--- config.mk ---
export PLATFORM = sky130hd
export DESIGN_NAME = lcd_frame_pulse
export DESIGN_NICKNAME = d
export VERILOG_FILES = /design/src/rtl/lcd_fp_pkg.sv /design/src/rtl/fp_line_counter.sv /design/src/rtl/fp_pulse_window.sv /design/src/rtl/fp_blank_gate.sv /design/src/rtl/lcd_frame_pulse.sv
export SDC_FILE = /design/constraint.sdc
export NUM_CORES = 1
export LEC_CHECK = 0
export BUFFER_PORTS_ARGS = -buffer_cell sky130_fd_sc_hd__buf_2
export CAP_MARGIN = 20
export CELL_PAD_IN_SITES_DETAIL_PLACEMENT = 2
export CELL_PAD_IN_SITES_GLOBAL_PLACEMENT = 2
export CORE_UTILIZATION = 35
export DETAILED_ROUTE_END_ITERATION = 6
export GPL_TIMING_DRIVEN = 0
export PLACE_DENSITY_LB_ADDON = 0.25
export SYNTH_ARGS = -nofsm -noshare
export SYNTH_HDL_FRONTEND = slang
export SYNTH_SLANG_ARGS = --single-unit
--- constraint.sdc ---
create_clock -name clk -period 5.96 [get_ports clk]
set_input_delay 1.192 -clock clk [delete_from_list [all_inputs] [get_ports clk]]
set_output_delay 1.192 -clock clk [all_outputs]
set_load 0.03 [all_outputs]
--- src/rtl/lcd_fp_pkg.sv ---
package lcd_fp_pkg;

    localparam int FP_H_W   = 10;
    localparam int FP_V_W   = 6;
    localparam int FP_S_W   = 8;
    localparam int FP_WID_W = 3;
    localparam int FP_CNT_W = FP_H_W + 2;

    typedef struct packed {
        logic                tft;
        logic                pol;
        logic [FP_WID_W-1:0] wid;
        logic [FP_S_W-1:0]   start;
        logic [FP_H_W-1:0]   height;
        logic [FP_V_W-1:0]   vnd;
    } frame_cfg_t;

    // Level the pulse takes while asserted.
    function automatic logic on_level(input logic tft, input logic pol);
        return tft ? pol : ~pol;
    endfunction

    // Pulse start plus width must fit in the non-display period.
    function automatic logic cfg_fits(input logic [FP_V_W-1:0]   v,
                                      input logic [FP_S_W-1:0]   s,
                                      input logic [FP_WID_W-1:0] w);
        int lhs;
        int rhs;
        lhs = int'(v) + 1;
        rhs = (int'(s) + 1) + (int'(w) + 1);
        return lhs >= rhs;
    endfunction

    function automatic logic [7:0] ctrl_view(input logic [7:0] b);
        return {b[7], 4'b0000, b[2:0]};
    endfunction

endpackage

--- src/rtl/fp_line_counter.sv ---
module fp_line_counter
    import lcd_fp_pkg::*;
#(
    parameter int CNT_W = FP_CNT_W
) (
    input  logic             clk,
    input  logic             rst,
    input  logic             line_stb,
    input  frame_cfg_t       cfg_in,
    output frame_cfg_t       cfg_q,
    output logic [CNT_W-1:0] line_q,
    output logic [CNT_W-1:0] last_line
);

    assign last_line = CNT_W'(cfg_q.height) + CNT_W'(cfg_q.vnd);

    always_ff @(posedge clk) begin
        if (rst) begin
            cfg_q  <= cfg_in;
            line_q <= '0;
        end else if (line_stb) begin
            if (line_q == last_line) begin
                line_q <= '0;
                cfg_q  <= cfg_in;
            end else begin
                line_q <= line_q + 1'b1;
            end
        end
    end

    assert_line_in_frame_R7: assert property (@(posedge clk) disable iff (rst)
        line_q <= last_line);

    assert_wrap_to_zero_R7: assert property (@(posedge clk) disable iff (rst)
        (line_stb && line_q == last_line) |=> line_q == '0);

    assert_cfg_held_R8: assert property (@(posedge clk) disable iff (rst)
        !line_stb |=> $stable(cfg_q) && $stable(line_q));

endmodule

--- src/rtl/fp_pulse_window.sv ---
module fp_pulse_window
    import lcd_fp_pkg::*;
#(
    parameter int CNT_W = FP_CNT_W
) (
    input  logic             clk,
    input  logic             rst,
    input  frame_cfg_t       cfg,
    input  logic [CNT_W-1:0] line_q,
    output logic             active
);

    logic [CNT_W-1:0] first_line;
    logic [CNT_W-1:0] final_line;
    logic             tft_hit;
    logic             psv_hit;

    always_comb begin
        first_line = CNT_W'(cfg.height) + CNT_W'(cfg.start);
        final_line = first_line + CNT_W'(cfg.wid);
        tft_hit    = (line_q >= first_line) && (line_q <= final_line);
        psv_hit    = (line_q == CNT_W'(cfg.height));
        active     = cfg.tft ? tft_hit : psv_hit;
    end

    assert_tft_start_line_R2: assert property (@(posedge clk) disable iff (rst)
        ($rose(active) && cfg.tft) |-> line_q == CNT_W'(cfg.height) + CNT_W'(cfg.start));

    assert_passive_on_height_R3: assert property (@(posedge clk) disable iff (rst)
        (active && !cfg.tft) |-> line_q == CNT_W'(cfg.height));

endmodule

--- src/rtl/fp_blank_gate.sv ---
module fp_blank_gate #(
    parameter int PIX_W = 18
) (
    input  logic             clk,
    input  logic             rst,
    input  logic             blank,
    input  logic [PIX_W-1:0] pix_in,
    output logic [PIX_W-1:0] pix_out
);

    always_ff @(posedge clk) begin
        if (rst) begin
            pix_out <= '0;
        end else if (blank) begin
            pix_out <= '0;
        end else begin
            pix_out <= pix_in;
        end
    end

    assert_blank_zero_R5: assert property (@(posedge clk) disable iff (rst)
        blank |=> pix_out == '0);

endmodule

--- src/rtl/lcd_frame_pulse.sv ---
module lcd_frame_pulse
    import lcd_fp_pkg::*;
#(
    parameter int PIX_W = 18
) (
    input  logic                clk,
    input  logic                rst,
    input  logic                line_stb,
    input  logic                panel_tft,
    input  logic [7:0]          ctrl_byte,
    input  logic [FP_H_W-1:0]   disp_height,
    input  logic [FP_V_W-1:0]   vnd_len,
    input  logic [FP_S_W-1:0]   pulse_start,
    input  logic                blank,
    input  logic [PIX_W-1:0]    pix_in,
    output logic                frame_pulse,
    output logic                cfg_err,
    output logic [7:0]          ctrl_rd,
    output logic [PIX_W-1:0]    pix_out
);

    localparam int CNT_W = FP_CNT_W;

    frame_cfg_t       cfg_live;
    frame_cfg_t       cfg_q;
    logic [CNT_W-1:0] line_q;
    logic [CNT_W-1:0] last_line;
    logic             active;

    always_comb begin
        cfg_live.tft    = panel_tft;
        cfg_live.pol    = ctrl_byte[7];
        cfg_live.wid    = ctrl_byte[FP_WID_W-1:0];
        cfg_live.start  = pulse_start;
        cfg_live.height = disp_height;
        cfg_live.vnd    = vnd_len;
    end

    fp_line_counter #(.CNT_W(CNT_W)) u_count (
        .clk       (clk),
        .rst       (rst),
        .line_stb  (line_stb),
        .cfg_in    (cfg_live),
        .cfg_q     (cfg_q),
        .line_q    (line_q),
        .last_line (last_line)
    );

    fp_pulse_window #(.CNT_W(CNT_W)) u_window (
        .clk    (clk),
        .rst    (rst),
        .cfg    (cfg_q),
        .line_q (line_q),
        .active (active)
    );

    fp_blank_gate #(.PIX_W(PIX_W)) u_blank (
        .clk     (clk),
        .rst     (rst),
        .blank   (blank),
        .pix_in  (pix_in),
        .pix_out (pix_out)
    );

    assign frame_pulse = active ? on_level(cfg_q.tft, cfg_q.pol)
                                : ~on_level(cfg_q.tft, cfg_q.pol);
    assign cfg_err     = panel_tft && !cfg_fits(vnd_len, pulse_start, ctrl_byte[FP_WID_W-1:0]);
    assign ctrl_rd     = ctrl_view(ctrl_byte);

    // Passive pulse lasts one line when the next line stays in the same frame.
    assert_passive_one_line_R3: assert property (@(posedge clk) disable iff (rst)
        (active && !cfg_q.tft && line_stb && cfg_q.vnd != '0) |=> !active);

    assert_err_tft_only_R4: assert property (@(posedge clk) disable iff (rst)
        !panel_tft |-> !cfg_err);

    assert_line_at_zero_after_reset_R9: assert property (@(posedge clk)
        $fell(rst) |-> line_q == '0);

endmodule

After elaboration in Yosys (flattened, before gate mapping). Cells that the tools add are included.

Bits in read-only memories: 0. Bits in latches: 0. Flip-flop bits (word level): 59. Bits of input ports: 55. Output and inout port bits: 28. Memories: 0. RAM bits: 0. Logic and storage cells: 37.

Shift operators: 0. Muxes and demuxes: 7. Bitwise logic cells: 2. $lt $le $gt $ge: 3. Eq/ne operators: 2. Multiply operators: 0. Add/sub/neg operators: 8. Reduce and logical (&&, ||, !) cells: 7. Divide/modulo/power cells: 0.

Operators with widths (count): two-way mux 29 bit (3); adder 12 x 1 -> 12 bit (second input constant) (1); adder 12 x 3 -> 12 bit (1); == test 12 x 10 -> 1 bit (1); == test 12 bit (1); >= comparator 12 bit (1); <= comparator 12 bit (1); two-way mux 12 bit (1); adder 10 x 6 -> 11 bit (1); adder 10 x 8 -> 11 bit (1); adder 9 x 4 -> 10 bit (1); >= comparator 7 x 10 -> 1 bit (1); adder 8 x 1 -> 9 bit (second input constant) (1); adder 6 x 1 -> 7 bit (second input constant) (1); adder 3 x 1 -> 4 bit (second input constant) (1); nonzero test 2 bit (2); two-way mux 1 bit (3); logical AND 1 bit (2); NOT 1 bit (2); AND reduction 2 bit (1); OR reduction 2 bit (1); logical NOT 1 bit (1).

Depth between registers and ports, before layout.
Depth in word-level cells: 6. Depth in mapped cells: 16. Mapped depth without buffers: 16.

By module. A second synthesis with hierarchy kept.

Cell total of the unflattened synthesis: 470. Area total of the unflattened synthesis: 4658.2 um^2.

By module, submodules not included: fp_line_counter (area an instance 2239.6 um^2, times used 1, cells each 210, sequential area each 1111.1 um^2); fp_pulse_window (area an instance 1288.7 um^2, times used 1, cells each 151, sequential area each 0.0 um^2); fp_blank_gate (area an instance 599.3 um^2, times used 1, cells each 40, sequential area each 360.3 um^2); lcd_frame_pulse (area an instance 530.5 um^2, times used 1, cells each 69, sequential area each 0.0 um^2).

Least setup slack after synthesis. No wires, ideal clock.

Path kind: register to output. Start point: register, netlist name u_count.cfg_q[6]. End point: output port frame_pulse. Data required time: 4.768 ns. Arrival time: 4.006 ns. Path buffers: 0. Slack: 0.762 ns. Cell stages (with the launch flop): 17. Path through: edfxtp_1 > ha_1 > fa_1 > inv_1 > fa_1 > nor2b_1 > o2111ai_1 > nor3_2 > nand2_1 > o31a_1 > ha_1 > and4_1 > nand2_1 > nor3_1 > a2111oi_0 > nand3_1 > xor2_1.

Longest elaborated chain between the ends: 6. Elaborated cells on any way between the ends: 8. Classes of those cells: add/sub: 2; order compare: 2; eq/ne: 1; mux: 2; reduce/logical: 1.

RTL lines: adder 10 x 8 -> 11 bit (RTL line fp_pulse_window.sv:19) `first_line = CNT_W'(cfg.height) + CNT_W'(cfg.start);`; adder 12 x 3 -> 12 bit (RTL line fp_pulse_window.sv:20) `final_line = first_line + CNT_W'(cfg.wid);`; <= comparator 12 bit (RTL line fp_pulse_window.sv:21) `tft_hit = (line_q >= first_line) && (line_q <= final_line);`; logical AND 1 bit (RTL line fp_pulse_window.sv:21); two-way mux 1 bit * (RTL line fp_pulse_window.sv:23) `active = cfg.tft ? tft_hit : psv_hit;`; two-way mux 1 bit * (RTL line lcd_frame_pulse.sv:65) `assign frame_pulse = active ? on_level(cfg_q.tft, cfg_q.pol)`; end, declared (RTL line lcd_frame_pulse.sv:16) `output logic frame_pulse,`.

Mark *: on every way between the ends. The rest lies on a longest branch, timed or not.

Final worst setup path.
Start point: register, netlist name u_count.cfg_q[6]. End point: output port frame_pulse.

Longest elaborated chain between the ends: 6. Elaborated cells on any way between the ends: 8. Classes of those cells: add/sub: 2; order compare: 2; eq/ne: 1; mux: 2; reduce/logical: 1.

RTL lines (RTL line): adder 10 x 8 -> 11 bit (fp_pulse_window.sv:19); adder 12 x 3 -> 12 bit (fp_pulse_window.sv:20); <= comparator 12 bit (fp_pulse_window.sv:21); logical AND 1 bit (fp_pulse_window.sv:21); two-way mux 1 bit * (fp_pulse_window.sv:23); two-way mux 1 bit * (lcd_frame_pulse.sv:65).

Marks and branches as above.

==> run_results.csv <==
group,metric,value,unit
run_status,outcome,"finished clean",
min_path,min_path_cells,2,
drt,vias,3346,
power_and_ir_drop,power.leakage,2.28,nW
critical_path,start_kind,"register",
clocking,cts_sinks,59,
finish,fin_nets,615,
finish,layout_commonest_cell,"buf_2",
finish,antennaDiodeCount,0,
power_and_ir_drop,p_int,0.899,mW
floorplanning,core,11500,sq um
floorplanning,die_height,111,um
synthesis,synth-seq-cells,59,
power_and_ir_drop,clkPwrFrac,39.8,%
timing,final_hold_viol_count,0,
floorplanning,die_x,111,um
timing,finalWorstPathRequiredPeriod,5660,ps
place,dp_hpwl,9.29,mm
timing,maxSlewHeadroom,32.7,%
synthesis,ys_warn_count,0,
clocking,insertion_delay,340,ps
timing,setup_viol,0,
power_and_ir_drop,seq_power_share,35.9,%
critical_path,path_max_fanout,3,
clocking,postCtsHoldBufs,0,
critical_path,endpoint_kind,"primary output",
power_and_ir_drop,p_sw,0.380,mW
timing,period_share,95.0,%
synthesis,synth_top_area_share,21.1,%
clocking,htreeDepth,3,
drt,drt_iter0_drc,95,
synthesis,synth_cell_types,53,
floorplanning,floorplan.initialDensity,36.0,%
floorplanning,fp.dieArea,12200,sq um
synthesis,async_flop_share,0,%
synthesis,syn_area_per_cell,10.1,sq um
synthesis,yosysSeqAreaShare,35.7,%
place,place_congestion,0.816,
global_routing,grt_pass1_vias,3758,
power_and_ir_drop,netSwitchingFraction,29.7,%
global_routing,track_usage,20.5,%
place,numPortBuffers,74,
critical_path,required,4770,ps
clocking,numCtsBuffers,9,
timing,tightest_slew,1010,ps
timing,max_freq,177,MHz
drt,ant_nets,0,
power_and_ir_drop,peakVddDrop,0.000250,V
flow_run,cap_violations,0,
power_and_ir_drop,power,1.28,mW
floorplanning,rows,39,
floorplanning,io_pins,83,
drt,drt_wl_total,11.8,mm
timing,rsz0062_at_grt,"no",
drt,drcViolationCount,0,
finish,fin_area,5050,sq um
critical_path,crit_arrival,4470,ps
timing,skew,4.92,ps
critical_path,r2r_cells,10,
synthesis,synth_area,4130,sq um
synthesis,synth_top_area_cell,"edfxtp_1",
global_routing,antenna_found_initial,0,
critical_path,critical_path_class,"register to primary output",
finish,stdcell_count,649,
clocking,path_clk_slew,50,ps
drt,firstDrtPassIters,4,
synthesis,syn_inst,409,
global_routing,grt-ovfl-total,0,
place,place_area,4700,sq um
finish,drive_gt1_share,24.3,%
clocking,cts_root_buf,"clkbuf_16",
finish,area_growth,22.4,%
synthesis,synth_area_leaders,"edfxtp_1, ha_1, dfxtp_1",
timing,tns,0,ps
timing,timing.final.ws_setup,300,ps
drt,viasPerCell,5.16,
place,post-place-ws,224,ps
clocking,clock_path_buffers,2,
global_routing,grt_pass1_wl,19.3,mm
power_and_ir_drop,p_comb_share,24.3,%
clocking,cts_tree,"built",
finish,final_cell_mix,"buf_2, ha_1, xnor2_1",
drt,wire_per_inst,18.2,um
place,dpl.cell_count,630,
timing,maxSlewViolCount,0,
synthesis,ys.flop_type,"dfxtp_1",
min_path,min_path_type,"register to register",
global_routing,grt_max_degree,21,
synthesis,synth_edf_count,29,
finish,n_fill_cell,1246,
critical_path,ff2ff_setup_slack,2150,ps
power_and_ir_drop,power_density,253,nW/um^2
synthesized netlist by cell type, drive strengths merged (2+ instances only):
master	number
and2	20
o31a	2
and4	2
nand4	8
edfxtp	29
nand3	13
nor4	4
a21oi	17
xnor2	32
nor3	10
nor3b	3
conb	2
ha	55
buf	10
xor2	22
nand2	21
and3	6
o2111ai	2
fa	4
clkbuf	2
nor2	23
a21o	12
o211ai	7
o31ai	2
a221oi	2
inv	26
a211oi	2
nand2b	5
o21a	3
o21ai	15
a31oi	3
nor2b	6
dfxtp	30
area by class of cell:
type	instances	area [sq um]	share of cell area, %
plain buffers	12	83.8	1.66
multi-input cells	315	2510	49.8
well taps	143	179	3.54
repair buffers	78	410	8.12
flip-flops and latches	59	1470	29.1
inverters	26	97.6	1.93
clock buffers	9	225	4.46
clock inverters	7	68.8	1.36
metrics by stage:
stage	hold WS (ps)	util (%)
after floorplan	529	-
after global placement	625	40.9
after detailed placement	645	41.0
after CTS	662	43.8
after global routing	739	44.0
final	656	44.0
power by group through the flow:
stage | Clock (mW) | Sequential (mW) | Combinational (mW)
final | 0.509 | 0.459 | 0.311
after global routing | 0.540 | 0.460 | 0.349
after CTS | 0.521 | 0.459 | 0.311
after detailed placement | 0 | 0.468 | 0.303
after global placement | 0 | 0.468 | 0.284
after floorplan | 0 | 0.472 | 0.207
flip-flops by register name (all words and copies together), names as in the netlist:
register and flops:
u_blank.pix_out 18, u_count.line_q 12, u_count.cfg_q 29
worst max-delay path, cell delays in order, from the launching register on:
cell and delay [ps]:
edfxtp_1 390, ha_1 250, fa_1 420, xor2_1 200, ha_1 340, nor2b_2 190
o2111ai_2 150, nor3_2 270, nand2_1 90, o31a_1 280, ha_1 300, and4_1 210
nand2_1 80, nor3_1 60, a2111oi_2 370, nand3_1 180, xor2_1 150, clkbuf_4 200
final timing paths:
path	startpoint	end
worst max-delay path	u_count.cfg_q[6]	frame_pulse
worst min register to register	u_count.line_q[11]	u_count.line_q[11]
worst max register to register	u_count.cfg_q[6]	u_count.cfg_q[24]
worst min-delay path	u_count.line_q[11]	u_count.line_q[11]
metal layers:
layer / track usage, % / vias to the layer above / wire, um
met3: 4.56 / 27 / 347
met5: 0 / - / 0
met1: 22.4 / 1630 / 4790
li1: - / 1627 / -
met2: 37.4 / 62 / 6240
met4: 9.60 / 0 / 418
repair_timing:
item                                    in CTS  in global routing
pin swaps                                    2                  2
cloned                                       0                  0
setup buffers                                2                  1
endpoints found under the setup margin       1                  1
gates resized for setup                      4                  6
cells by family (layout without fill, tap and decap cells):
group,count (synthesis),after routing,synth area share [%]
adder cells (fa/ha/maj),59,59,18.6
XOR/XNOR,54,54,11.6
other,2,5,0.182
flip-flops,59,59,35.7
buffers and inverters,38,132,4.40
AO/OA/AOI/OAI,73,73,12.7
AND/OR/NAND/NOR,124,124,16.8
Power figures use the tool's default switching activity.
